**src/rtl/pfl_pkg.sv**
```systemverilog
package pfl_pkg;
   function automatic int unsigned cnt_width(input int unsigned n);
      return (n < 2) ? 1 : $clog2(n + 1);
   endfunction
endpackage

```
**src/rtl/pfl_sync.sv**
```systemverilog
module pfl_sync #(
   parameter int unsigned STAGES = 2
) (
   input  logic clk_i,
   input  logic rst_ni,
   input  logic d_i,
   output logic q_o
);
   generate
      if (STAGES < 2) begin : g_bad_stages
         $error("pfl_sync: STAGES must be at least 2");
      end
   endgenerate

   logic [STAGES-1:0] chain_q;

   always_ff @(posedge clk_i or negedge rst_ni) begin
      if (!rst_ni) chain_q <= '1;
      else         chain_q <= {chain_q[STAGES-2:0], d_i};
   end

   assign q_o = chain_q[STAGES-1];
endmodule

```
**src/rtl/pfl_debounce.sv**
```systemverilog
module pfl_debounce #(
   parameter int unsigned TICKS = 32,
   parameter int unsigned CNT_W = 6
) (
   input  logic clk_i,
   input  logic rst_ni,
   input  logic tick_i,
   input  logic pin_ok_i,
   output logic fail_o
);
   generate
      if (TICKS < 2) begin : g_bad_ticks
         $error("pfl_debounce: TICKS must be at least 2");
      end
      if ((2 ** CNT_W) <= TICKS) begin : g_bad_width
         $error("pfl_debounce: CNT_W too narrow for TICKS");
      end
   endgenerate

   logic             fail_q;
   logic [CNT_W-1:0] cnt_q;
   logic             differs;

   assign differs = (~pin_ok_i) != fail_q;

   always_ff @(posedge clk_i or negedge rst_ni) begin
      if (!rst_ni) begin
         fail_q <= 1'b0;
         cnt_q  <= '0;
      end else if (!differs) begin
         cnt_q <= '0;
      end else if (tick_i) begin
         if (cnt_q == CNT_W'(TICKS - 1)) begin
            fail_q <= ~pin_ok_i;
            cnt_q  <= '0;
         end else begin
            cnt_q <= cnt_q + 1'b1;
         end
      end
   end

   assign fail_o = fail_q;

   // the count never reaches the terminal value
   assert_cnt_range_R2: assert property (@(posedge clk_i) disable iff (!rst_ni)
      cnt_q < CNT_W'(TICKS))
      else $error("debounce count out of range");

   // the qualified state only moves on a tick
   assert_edge_on_tick_R1: assert property (@(posedge clk_i) disable iff (!rst_ni)
      !$stable(fail_q) |-> $past(tick_i))
      else $error("qualified state changed without a tick");
endmodule

```
**src/rtl/pfl_lockout.sv**
```systemverilog
module pfl_lockout #(
   parameter int unsigned FORCE_TICKS = 30,
   parameter int unsigned FCNT_W      = 5
) (
   input  logic clk_i,
   input  logic rst_ni,
   input  logic tick_i,
   input  logic fail_i,
   input  logic access_i,
   output logic locked_o
);
   generate
      if (FORCE_TICKS < 1) begin : g_bad_force
         $error("pfl_lockout: FORCE_TICKS must be at least 1");
      end
      if ((2 ** FCNT_W) <= FORCE_TICKS) begin : g_bad_fwidth
         $error("pfl_lockout: FCNT_W too narrow for FORCE_TICKS");
      end
   endgenerate

   logic              locked_q;
   logic [FCNT_W-1:0] fcnt_q;

   always_ff @(posedge clk_i or negedge rst_ni) begin
      if (!rst_ni) begin
         locked_q <= 1'b0;
         fcnt_q   <= '0;
      end else if (!fail_i) begin
         locked_q <= 1'b0;
         fcnt_q   <= '0;
      end else if (!locked_q) begin
         if (!access_i) begin
            locked_q <= 1'b1;
         end else if (tick_i) begin
            if (fcnt_q == FCNT_W'(FORCE_TICKS - 1)) locked_q <= 1'b1;
            else                                    fcnt_q   <= fcnt_q + 1'b1;
         end
      end
   end

   assign locked_o = locked_q;

   // isolation follows a declared failure only
   assert_lock_needs_fail_R4: assert property (@(posedge clk_i) disable iff (!rst_ni)
      locked_q |-> $past(fail_i))
      else $error("locked without a declared failure");

   // an idle bus is locked on the next clock
   assert_idle_locks_R4: assert property (@(posedge clk_i) disable iff (!rst_ni)
      (fail_i && !locked_q && !access_i) |=> locked_q)
      else $error("idle bus not locked");

   // the force counter stays below its limit
   assert_force_range_R6: assert property (@(posedge clk_i) disable iff (!rst_ni)
      fcnt_q < FCNT_W'(FORCE_TICKS))
      else $error("force counter out of range");
endmodule

```
**src/rtl/pfl_standby.sv**
```systemverilog
module pfl_standby (
   input  logic clk_i,
   input  logic rst_ni,
   input  logic standby_i,
   input  logic irq_on_backup_i,
   output logic tse_clr_o,
   output logic ien_clr_o
);
   logic stby_q;
   logic tse_q;
   logic ien_q;

   always_ff @(posedge clk_i or negedge rst_ni) begin
      if (!rst_ni) begin
         stby_q <= 1'b0;
         tse_q  <= 1'b0;
         ien_q  <= 1'b0;
      end else begin
         stby_q <= standby_i;
         tse_q  <= standby_i & ~stby_q;
         ien_q  <= standby_i & ~stby_q & ~irq_on_backup_i;
      end
   end

   assign tse_clr_o = tse_q;
   assign ien_clr_o = ien_q;

   // each clear is a single-cycle pulse
   assert_tse_single_R9: assert property (@(posedge clk_i) disable iff (!rst_ni)
      tse_q |=> !tse_q)
      else $error("time-save clear longer than one cycle");

   // enable clear never appears alone
   assert_ien_with_tse_R9: assert property (@(posedge clk_i) disable iff (!rst_ni)
      ien_q |-> tse_q)
      else $error("enable clear without time-save clear");
endmodule

```
**src/rtl/pfl_top.sv**
```systemverilog
module pfl_top #(
   parameter int unsigned ADDR_W         = 5,
   parameter int unsigned DATA_W         = 8,
   parameter int unsigned SYNC_STAGES    = 2,
   parameter int unsigned DEBOUNCE_TICKS = 32,
   parameter int unsigned FORCE_TICKS    = 30
) (
   input  logic              clk_i,
   input  logic              rst_ni,
   input  logic              tick_i,
   input  logic              pfail_ni,
   input  logic              standby_i,
   input  logic              irq_on_backup_i,
   input  logic              pf_ie_i,
   input  logic              cs_ni,
   input  logic              rd_ni,
   input  logic              wr_ni,
   input  logic [ADDR_W-1:0] addr_i,
   input  logic [DATA_W-1:0] wdata_i,
   output logic              cs_no,
   output logic              rd_no,
   output logic              wr_no,
   output logic [ADDR_W-1:0] addr_o,
   output logic [DATA_W-1:0] wdata_o,
   output logic              rd_drive_o,
   output logic              pf_o,
   output logic              locked_o,
   output logic              pf_status_o,
   output logic              pf_irq_o,
   output logic              tse_clr_o,
   output logic              ien_clr_o
);
   import pfl_pkg::*;

   localparam int unsigned CNT_W  = cnt_width(DEBOUNCE_TICKS);
   localparam int unsigned FCNT_W = cnt_width(FORCE_TICKS);

   generate
      if (ADDR_W < 1 || DATA_W < 1) begin : g_bad_bus
         $error("pfl_top: bus widths must be positive");
      end
   endgenerate

   logic pin_sync;
   logic fail;
   logic locked;
   logic access;
   logic status_q;

   pfl_sync #(.STAGES(SYNC_STAGES)) u_sync (
      .clk_i (clk_i),
      .rst_ni(rst_ni),
      .d_i   (pfail_ni),
      .q_o   (pin_sync)
   );

   pfl_debounce #(.TICKS(DEBOUNCE_TICKS), .CNT_W(CNT_W)) u_deb (
      .clk_i   (clk_i),
      .rst_ni  (rst_ni),
      .tick_i  (tick_i),
      .pin_ok_i(pin_sync),
      .fail_o  (fail)
   );

   assign access = ~cs_ni & (~rd_ni | ~wr_ni);

   pfl_lockout #(.FORCE_TICKS(FORCE_TICKS), .FCNT_W(FCNT_W)) u_lock (
      .clk_i   (clk_i),
      .rst_ni  (rst_ni),
      .tick_i  (tick_i),
      .fail_i  (fail),
      .access_i(access),
      .locked_o(locked)
   );

   pfl_standby u_stby (
      .clk_i          (clk_i),
      .rst_ni         (rst_ni),
      .standby_i      (standby_i),
      .irq_on_backup_i(irq_on_backup_i),
      .tse_clr_o      (tse_clr_o),
      .ien_clr_o      (ien_clr_o)
   );

   always_ff @(posedge clk_i or negedge rst_ni) begin
      if (!rst_ni)       status_q <= 1'b0;
      else if (pin_sync) status_q <= 1'b0;
      else if (fail)     status_q <= 1'b1;
   end

   assign cs_no       = cs_ni | locked;
   assign rd_no       = rd_ni | locked;
   assign wr_no       = wr_ni | locked;
   assign addr_o      = locked ? '0 : addr_i;
   assign wdata_o     = locked ? '0 : wdata_i;
   assign rd_drive_o  = ~locked & ~cs_ni & ~rd_ni;
   assign pf_o        = fail;
   assign locked_o    = locked;
   assign pf_status_o = status_q;
   assign pf_irq_o    = status_q & pf_ie_i;

   // status drops once the synchronized pin is high
   assert_status_clears_R8: assert property (@(posedge clk_i) disable iff (!rst_ni)
      pin_sync |=> !status_q)
      else $error("status held with pin high");

   // status is only raised by a declared failure
   assert_status_source_R8: assert property (@(posedge clk_i) disable iff (!rst_ni)
      $rose(status_q) |-> $past(fail))
      else $error("status set without failure");

   // no strobe reaches the register file while isolated
   assert_isolated_quiet_R7: assert property (@(posedge clk_i) disable iff (!rst_ni)
      locked_o |-> (cs_no && !rd_drive_o && addr_o == '0))
      else $error("bus leaked while isolated");
endmodule

```
**config.mk**
```make
export PLATFORM = sky130hd
export DESIGN_NAME = pfl_top
export DESIGN_NICKNAME = d
export VERILOG_FILES = /design/src/rtl/pfl_pkg.sv /design/src/rtl/pfl_sync.sv /design/src/rtl/pfl_debounce.sv /design/src/rtl/pfl_lockout.sv /design/src/rtl/pfl_standby.sv /design/src/rtl/pfl_top.sv
export SDC_FILE = /design/constraint.sdc
export NUM_CORES = 1
export LEC_CHECK = 0
export ABC_AREA = 1
export BUFFER_PORTS_ARGS = -buffer_cell sky130_fd_sc_hd__buf_2
export CORE_ASPECT_RATIO = 0.5
export CORE_MARGIN = 2
export CORE_UTILIZATION = 24
export DETAILED_ROUTE_END_ITERATION = 7
export GPL_TIMING_DRIVEN = 0
export PLACE_DENSITY = 0.55
export SYNTH_ARGS = -nofsm -noshare
export SYNTH_HDL_FRONTEND = slang
export SYNTH_SLANG_ARGS = --single-unit
```
**constraint.sdc**
```tcl
create_clock -name clk_i -period 4.4 [get_ports clk_i]
set_clock_uncertainty 0.1 [all_clocks]
set_input_delay 0.22 -clock clk_i [delete_from_list [all_inputs] [get_ports clk_i]]
set_output_delay 0.22 -clock clk_i [all_outputs]
set_load 0.03 [all_outputs]
```
* Word level (Yosys, flattened, before mapping)
Cells that the tools add are included.
** Cells by class
- Eq/ne operators :: 8
- Mux-type cells :: 17
- Add/sub/neg operators :: 2
- Reduce and logical (&&, ||, !) cells :: 3
- Bitwise logic cells :: 17
** Operator list (number)
- 5-bit 2-to-1 mux :: 6
- 6-bit 2-to-1 mux :: 3
- 8-bit 2-to-1 mux :: 1
- 2-bit inequality test (second input constant) :: 4
- 1-bit 2-to-1 mux :: 7
- 1-bit inverter :: 7
- 6-bit by 1-bit adder with 6-bit output (second input constant) :: 1
- 1-bit AND :: 6
- 6-bit by 5-bit equality test with 1-bit output (second input constant) :: 1
- 5-bit by 1-bit adder with 5-bit output (second input constant) :: 1
- 5-bit equality test (second input constant) :: 1
- 1-bit OR :: 4
- 4-bit AND reduction :: 1
- 3-bit AND reduction :: 1
- 2-bit by 1-bit inequality test with 1-bit output (second input constant) :: 1
- 2-bit nonzero test :: 1
- 1-bit inequality test :: 1
** Storage, ports and cells
- Output and inout bits :: 23
- Register bits after elaboration :: 19
- Logic and storage cells :: 56
- Input port bits :: 23

* Depth between registers and ports, before layout
Gate-level depths: netlist of the first run.
- Word-level depth :: 6
- Gate-level depth with buffers :: 9
- Mapped depth without buffers :: 9

* Modules after synthesis
A second synthesis of the first run with hierarchy kept.
** Second synthesis, totals
- Cells, all modules :: 147
- Area, all modules :: 1072.3 um2
** By module, submodules not included
- pfl_debounce :: area each 404.1 um2, cells each 57, times used 1
- pfl_lockout :: area each 339.1 um2, cells each 42, times used 1
- pfl_top :: area each 181.4 um2, cells each 39, times used 1
- pfl_standby :: area each 95.1 um2, cells each 7, times used 1
- pfl_sync :: area each 52.6 um2, cells each 2, times used 1

* Worst setup path after synthesis of the first run
Ideal clock, no wire load.
- Kind :: register to output
- From :: reg u_lock.locked_q (netlist: u_lock.locked_o)
- To :: out rd_drive_o
- Required time :: 4080 ps
- Stages on the path, launching flop included :: 5
- Arrival :: 1416 ps
- Setup slack :: 2664 ps
- Path buffers :: 1
- Cells stage by stage :: dfrtp_1 buf_2 inv_1 nand2_1 nor2_1
** On the way
- Cells in the longest elaborated chain, start to end :: 3
** Ends and longest elaborated chain
- start: declaration :: RTL line pfl_lockout.sv:21 : logic locked_q;
- start signal: assignment :: RTL line pfl_lockout.sv:26 : locked_q <= 1'b0;
- start signal: assignment :: RTL line pfl_lockout.sv:29 : locked_q <= 1'b0;
- start signal: assignment :: RTL line pfl_lockout.sv:33 : locked_q <= 1'b1;
- 1-bit inverter :: RTL line pfl_top.sv:96 : assign rd_drive_o = ~locked & ~cs_ni & ~rd_ni;
- 1-bit AND (2 in series) :: RTL line pfl_top.sv:96
- end: declaration :: RTL line pfl_top.sv:25 : output logic rd_drive_o,
No other way between the ends.

* Worst setup path in the final report of the first run
- From :: reg u_deb.fail_q (netlist: u_deb.fail_o)
- To :: reg u_deb.cnt_q[5]
** On the way
- Cells in the longest elaborated chain, start to end :: 2
** Ends and longest elaborated chain
- start: declaration :: RTL line pfl_debounce.sv:20 : logic fail_q;
- start signal: assignment :: RTL line pfl_debounce.sv:34 : fail_q <= ~pin_ok_i;
- 1-bit inequality test * :: RTL line pfl_debounce.sv:24 : assign differs = (~pin_ok_i) != fail_q;
- 2-bit inequality test (no line) / 6-bit 2-to-1 mux (equally long branches)
- end signal: assignment :: RTL line pfl_debounce.sv:37 : cnt_q <= cnt_q + 1'b1;
- end: declaration :: RTL line pfl_debounce.sv:21 : logic [CNT_W-1:0] cnt_q;
Every way passes the cells marked *; elsewhere a longest branch is shown, timed or not.
A chain may end at the register's enable or synchronous reset.

==> impl_metrics.yaml, run 1 <==
clock_tree:
  clk_latency_ns: 0.25
  cts_buffers: 3
  path_clk_slew_ns: 0.07
  cts_tree: "done"
  htreeDepth: 1
  clkSinkCount: 19
  cts_root_buf: "clkbuf_8"
  clock_path_buffers: 2
synth:
  syn-cell-area_um2: 1115
  syn_inst: 159
  synth-seq-cells: 19
  ys_types: 24
  synth_nets: 186
  synth_seq_area_share: 0.4287
  ys_warn_count: 0
  synth_area_per_cell_um2: 7.011
run_status:
  outcome: "completed"
floorplan:
  io_pins: 46
  initial_core_util: 0.2520
  die_w_um: 100.4
  core_um2: 4424
  std_cell_rows: 17
  die-area_um2: 5240
  die_y_um: 52.20
layout:
  drive_above_1_share: 0.3066
  fin_area_um2: 1498
  largest_reg_flops: 6
  area_delta_synth_final_pct: 34.34
  nFillCells: 475
  insertedDiodeCount: 0
  regMostFlops: "u_deb.cnt_q"
  top_regs: "u_deb.cnt_q (6), u_lock.fcnt_q (5), u_sync.chain_q (2)"
  finalNetCount: 240
timing:
  setup_viol: 0
  tightest_slew_ns: 0.4273
  hold_viol_final: 0
  relSlewSlack: 0.7152
  slew_violations: 0
  fin_tns_setup_ns: 0
  min_period_ns: 1.656
  max_clock_freq_ghz: 0.6040
  layout_setup_ws_ns: 2.744
  rsz0062_at_grt: "false"
  fin_crit_sh: 0.3763
  whs_ns: 0.2238
placed_design:
  dpl_cell_area_um2: 1411
  io_buffers: 45
  pre_cts_ws_ns: 2.730
  dp_hpwl_um: 1896
  finalWeightedCongestion: 0.7635
power_and_ir_drop:
  leakagePower_uw: 0.0008969
  p_per_area_nw_per_um2: 244.8
  max-vdd-ir-drop_v: 0.0001070
global_route:
  grt-ovfl-total: 0
  grtUsageTotal: 0.1007
  grt_pass1_wl_um: 4188
  grt_max_degree: 20
  antenna_found_initial: 0
  first_global_vias: 997
critical_path:
  slowest_delay_ns: 0.47
  crit_family: "simple AND/OR/NAND/NOR gates"
  slowest_stage: "dfrtp_1"
  path_class: "reg -> reg"
  cp_max_fo: 8
  cp_num_buf_inv: 1
  worst_setup_path_end_kind: "register"
  reg2reg_to: "u_deb.cnt_q[5]$_DFFE_PN0P_"
  arrival_ns: 1.73
  cp-start-kind: "register"
  timing.rr.start: "u_deb.fail_o$_DFFE_PN0P_"
  rr_worst_depth: 8
  r2r_slack_ns: 2.74
  cp_common_cell: "nand2_1"
  worstPathCellList: "inv_2 -> ha_1 -> nor2_2 -> nor2_2 -> nand2_1 -> nand2_1 -> nand2_1 -> nor2_1"
  required_ns: 4.48
job:
  drv_cap: 0
route:
  avgRoutedWirePerCell_um: 9.115
  drtIter0Drc: 22
  detail-route-antenna-nets: 0
  vias: 1098
  drc_errors: 0
  drt-total-wl_um: 2452
  viasPerCell: 4.082
  dr.pass1.iters: 4
worst_hold_path:
  hold_depth: 4
  hold_end: "u_deb.cnt_q[0]$_DFFE_PN0P_"
  hp-class: "in -> reg"
  worstHoldStart: "tick_i"
how the worst max path moves through the flow:
stage	from	to	cells after the start
finish	u_deb.fail_o$_DFFE_PN0P_	u_deb.cnt_q[5]$_DFFE_PN0P_	8
global route	u_deb.fail_o$_DFFE_PN0P_	u_deb.cnt_q[5]$_DFFE_PN0P_	8
CTS	u_deb.fail_o$_DFFE_PN0P_	u_deb.cnt_q[5]$_DFFE_PN0P_	8
detailed placement	u_deb.fail_o$_DFFE_PN0P_	u_deb.cnt_q[3]$_DFFE_PN0P_	6
global placement	u_deb.fail_o$_DFFE_PN0P_	u_deb.cnt_q[3]$_DFFE_PN0P_	6
floorplan	u_lock.locked_o$_DFF_PN0_	rd_drive_o	4
routing by layer:
metal	up-vias	GRT usage	routed length (µm)
li1	580	-	-
met1	487	0.1023	1015
met5	-	0	0
met4	0	0.04110	34
met3	2	0.01600	100
met2	29	0.2092	1302
layout by cell type, fill, tap and decap left out:
cell / instances
o21bai_1: 1
inv_1: 31
xor2_1: 1
nand2_1: 40
o21ai_1: 3
nand2_2: 3
ha_1: 4
or2_2: 2
o21ai_0: 1
nor2_2: 5
o211ai_1: 1
inv_2: 2
nor3_1: 1
nor2_1: 26
dfrtp_1: 17
and3_1: 1
a22o_1: 1
a21oi_1: 3
dfstp_2: 2
nand3_1: 9
clkinv_2: 1
xnor2_1: 1
nand4_1: 1
buf_2: 47
clkbuf_8: 3
clkinv_1: 1
dlygate4sd3_1: 4
timing repair:
| item | in CTS | in global routing |
|---|---|---|
| buffers inserted | 0 | 0 |
| endpoints found under the hold margin | 19 | 1 |
| gates resized for setup | 0 | 0 |
| hold buffers | 3 | 1 |
cell usage after synthesis (all sizes together):
master,number,share of area
nor3,1,0.0045
nor2,31,0.12
o21ai,4,0.018
dfstp,2,0.047
o211ai,1,0.0067
clkinv,1,0.0034
and3,1,0.0056
dfrtp,17,0.38
or2,2,0.011
nand3,9,0.040
nand2,43,0.15
nand4,1,0.0056
a22o,1,0.0079
buf,2,0.0090
xnor2,1,0.0079
o21bai,1,0.0067
a21oi,3,0.013
inv,33,0.11
ha,4,0.045
xor2,1,0.0079
worst min-delay path: cells and delay by family:
family                 cells  cell delay [ns]
buffers and inverters      1             0.15
and+or+nand+nor            2             0.12
AOI/OAI and AO/OA          1             0.05
cells by family after synthesis:
family          count (synthesis)  share of synthesized area
flops                          19                     0.4287
xor+xnor                        2                    0.01572
buf+inv                        36                     0.1235
fa+ha+maj                       4                    0.04490
simple gates                   88                     0.3344
compound gates                 10                    0.05274
power breakdown:
group          leakage [µW]  total [µW]  switching [µW]  internal, µW
Clock             0.0000255         119            56.2          62.8
Combinational      0.000620        64.8            41.7          23.1
Sequential         0.000251         183            2.93           180
cell type report:
type | count | area, µm² | share of cell area
inverter | 34 | 127.6 | 0.08521
tap | 57 | 71.32 | 0.04762
buffer | 2 | 10.01 | 0.006683
clock inverter | 1 | 5.005 | 0.003342
sequential | 19 | 478.0 | 0.3191
timing repair buffer | 49 | 265.3 | 0.1771
clock buffer | 3 | 41.29 | 0.02757
multi-input combinational | 104 | 499.2 | 0.3333
through the flow:
| step | utilization | instances | total power [µW] |
|---|---|---|---|
| after CTS | 0.3363 | 268 | 373.3 |
| after detailed placement | 0.3190 | 261 | 249.0 |
| after global placement | 0.3190 | 261 | 247.9 |
| final | 0.3385 | 269 | 366.7 |
| after floorplan | - | 159 | 222.7 |
| after global routing | 0.3385 | 269 | 393.5 |
(Power assumes the default switching activity.)
==> run 2: changes to the inputs <==
--- a/config.mk
+++ b/config.mk
@@ -5,14 +5,14 @@
 export SDC_FILE = /design/constraint.sdc
 export NUM_CORES = 1
 export LEC_CHECK = 0
-export ABC_AREA = 1
+export ABC_AREA = 0
 export BUFFER_PORTS_ARGS = -buffer_cell sky130_fd_sc_hd__buf_2
 export CORE_ASPECT_RATIO = 0.5
 export CORE_MARGIN = 2
 export CORE_UTILIZATION = 24
 export DETAILED_ROUTE_END_ITERATION = 7
 export GPL_TIMING_DRIVEN = 0
-export PLACE_DENSITY = 0.55
+export PLACE_DENSITY = 0.57
 export SYNTH_ARGS = -nofsm -noshare
 export SYNTH_HDL_FRONTEND = slang
 export SYNTH_SLANG_ARGS = --single-unit
==> constraint.sdc (replaced) <==
create_clock -name clk_i -period 1.5 [get_ports clk_i]
set_clock_uncertainty 0.1 [all_clocks]
set_input_delay 0.075 -clock clk_i [delete_from_list [all_inputs] [get_ports clk_i]]
set_output_delay 0.075 -clock clk_i [all_outputs]
set_load 0.03 [all_outputs]
==> run 2 against run 1 <==
Against the previous run:
- the flow now finishes with violations (setup timing)
- global-route usage shrank 0.20 points
- area after synthesis down 10%
- sequential cell count stayed put
- combinational power rose by 96%
- sequential power increased to 3.0 times the previous value
- clock-buffer cell count increased by 1
- first-iteration DRC count rose by 41%
- fmax decreased by 3.0%
- largest cell class unchanged
==> impl_metrics.yaml, run 2 <==
route:
  detail-route-antenna-nets: 0
  wl_met3_um: 236
  drt-total-wl_um: 2313
  drc_errors: 0
  avgRoutedWirePerCell_um: 10.96
  vias: 945
  wl_met1_um: 907
  viasPerCell: 4.479
  drtIter0Drc: 31
  dr.pass1.iters: 3
  wl_met2_um: 1154
  highest_layer: "met4"
synth:
  syn_inst: 95
  synth-seq-cells: 19
  ys_types: 30
  yosysMostFrequentCell: "dfrtp_1"
  synth_top_area_frac: 0.4261
  synth_area_per_cell_um2: 10.51
  synth_area_leaders: "dfrtp_1 (43%), nor2b_1 (6.9%), dfstp_2 (5.3%)"
  synth_top_flop_cell: "dfrtp_1"
  synth_area_leader_cell: "dfrtp_1"
  synth_edf_count: 0
  syn-cell-area_um2: 998.5
  synth-async-reset-ratio: 1.000
  ys_warn_count: 0
  synth_nets: 122
  synth_seq_area_share: 0.4787
  yosys-top-cells-count: "dfrtp_1 (17), nor2b_1 (11), nand2_1 (6), nor2_1 (6), and2b_2 (5)"
global_route:
  grt_pass1_wl_um: 3691
  grt-ovfl-total: 0
  grt_max_degree: 20
  grtUsageTotal: 0.09873
  first_global_vias: 880
  antenna_found_initial: 0
clock_tree:
  cts_root_buf: "clkbuf_8"
  htreeDepth: 1
  cts_tree: "done"
  clk_latency_ns: 0.26
  clkSinkCount: 19
  cts_buffers: 3
  path_clk_slew_ns: 0.07
  clock_path_buffers: 2
placed_design:
  dp_hpwl_um: 1548
  finalWeightedCongestion: 0.7736
  pre_cts_ws_ns: -0.3496
  place_inst: 194
  io_buffers: 45
power_and_ir_drop:
  p_per_area_nw_per_um2: 644.8
  max-vdd-ir-drop_v: 0.0002215
  leakagePower_uw: 0.0007333
floorplan:
  io_pins: 46
  die_w_um: 95.22
  std_cell_rows: 16
  die-area_um2: 4724
  core_um2: 3944
  initial_core_util: 0.2532
  die_y_um: 49.61
timing:
  setup_viol: 4
  max_clock_freq_ghz: 0.5856
  rsz0062_at_grt: "true"
  hold_viol_final: 0
  slew_violations: 0
  tightest_slew_ns: 0.4705
  min_period_ns: 1.708
  layout_setup_ws_ns: -0.2076
  fin_crit_sh: 1.138
  relSlewSlack: 0.6863
critical_path:
  required_ns: 1.56
  worst_setup_path_end_kind: "register"
  slowest_delay_ns: 0.54
  worstPathCellList: "inv_2 -> ha_4 -> o2111ai_4 -> or3_4 -> a221oi_2"
  arrival_ns: 1.77
  cp-start-kind: "register"
  path_class: "reg -> reg"
  slowest_stage: "dfstp_2"
  cp_max_fo: 2
layout:
  insertedDiodeCount: 0
  largest_reg_flops: 6
  area_delta_synth_final_pct: 59.77
  top_regs: "u_deb.cnt_q (6), u_lock.fcnt_q (5), u_sync.chain_q (2)"
  finalNetCount: 185
  final_common_cell: "buf_2"
  nFillCells: 374
  regMostFlops: "u_deb.cnt_q"
  drive_above_1_share: 0.5478
  layout_common_cells: "buf_2 (40), dfrtp_1 (14), nor2b_1 (11)"
  instances_no_fill: 211
run_status:
  outcome: "finished with violations"
  failed_checks: "setup timing"
worst_hold_path:
  hp-class: "in -> reg"
job:
  drv_cap: 0
run 2: final timing paths:
check                      slack, ns  depth (start not counted)                        start                      endpoint
setup / recovery               -0.21                          5  u_sync.chain_q[1]$_DFF_PN1_    u_deb.cnt_q[5]$_DFFE_PN0P_
hold / removal                  0.08                          3                        cs_ni  u_lock.fcnt_q[2]$_DFFE_PN0P_
setup reg to reg               -0.21                          5  u_sync.chain_q[1]$_DFF_PN1_    u_deb.cnt_q[5]$_DFFE_PN0P_
hold reg to reg                 0.26                          0  u_sync.chain_q[0]$_DFF_PN1_   u_sync.chain_q[1]$_DFF_PN1_
max in group asynchronous       0.77                          2                       rst_ni   u_sync.chain_q[1]$_DFF_PN1_
min in group asynchronous       0.19                          2                       rst_ni  u_lock.fcnt_q[1]$_DFFE_PN0P_
run 2: through the flow:
step / setup TNS, ns / utilization / total power (µW) / hold slack (ns) / instance area, µm²
2_1_floorplan: -0.5161 / - / 605.3 / -0.3206 / 1056
3_3_place_gp: -0.7084 / 0.3420 / 658.3 / -0.05824 / 1349
3_5_place_dp: -0.7655 / 0.3420 / 661.8 / -0.05827 / 1349
4_1_cts: -0.4805 / 0.3826 / 1044 / 0.05457 / 1509
5_1_grt: -0.7566 / 0.4045 / 1090 / 0.08984 / 1595
6_report: -0.4753 / 0.4045 / 1029 / 0.08121 / 1595
run 2: metal layers:
| layer | up-vias | track usage |
|---|---|---|
| met3 | 2 | 0.03364 |
| met4 | 0 | 0.03623 |
| met5 | - | 0 |
| li1 | 461 | - |
| met1 | 441 | 0.1024 |
| met2 | 41 | 0.1843 |
run 2: logic make-up after synthesis:
| logic type | synth area share |
|---|---|
| simple gates | 0.2657 |
| flops | 0.4787 |
| compound gates | 0.1153 |
| buf+inv | 0.02381 |
| mux | 0.04010 |
| fa+ha+maj | 0.05013 |
| xor+xnor | 0.02632 |
run 2: power by group:
group	internal, µW	switching [µW]	leakage, µW
sequential	531	12.9	0.000229
combinational	63.4	63.7	0.000482
clock	189	169	0.0000228
total	783	245	0.000733
run 2: timing repair:
item,CTS,global route
gates resized for setup,9,19
gates cloned,0,1
endpoints found under the hold margin,23,0
buffers inserted,7,2
pin swaps,6,7
endpoints found under the setup margin,7,8
hold buffers,4,0
run 2: final cells by class:
type	count	area, µm²	share of cell area
timing repair buffer	59	381.6	0.2392
sequential	19	481.7	0.3020
inverter	3	13.76	0.008627
tap	54	67.56	0.04235
multi-input combinational	70	586.8	0.3678
buffer	2	18.77	0.01176
clock buffer	4	45.04	0.02824
run 2: critical path, delay by kind of cell (launching register included):
| family | cells | cell delay, ns |
|---|---|---|
| fa+ha+maj | 1 | 0.27 |
| flops | 1 | 0.54 |
| buf+inv | 1 | 0.04 |
| simple gates | 1 | 0.35 |
| compound gates | 2 | 0.31 |
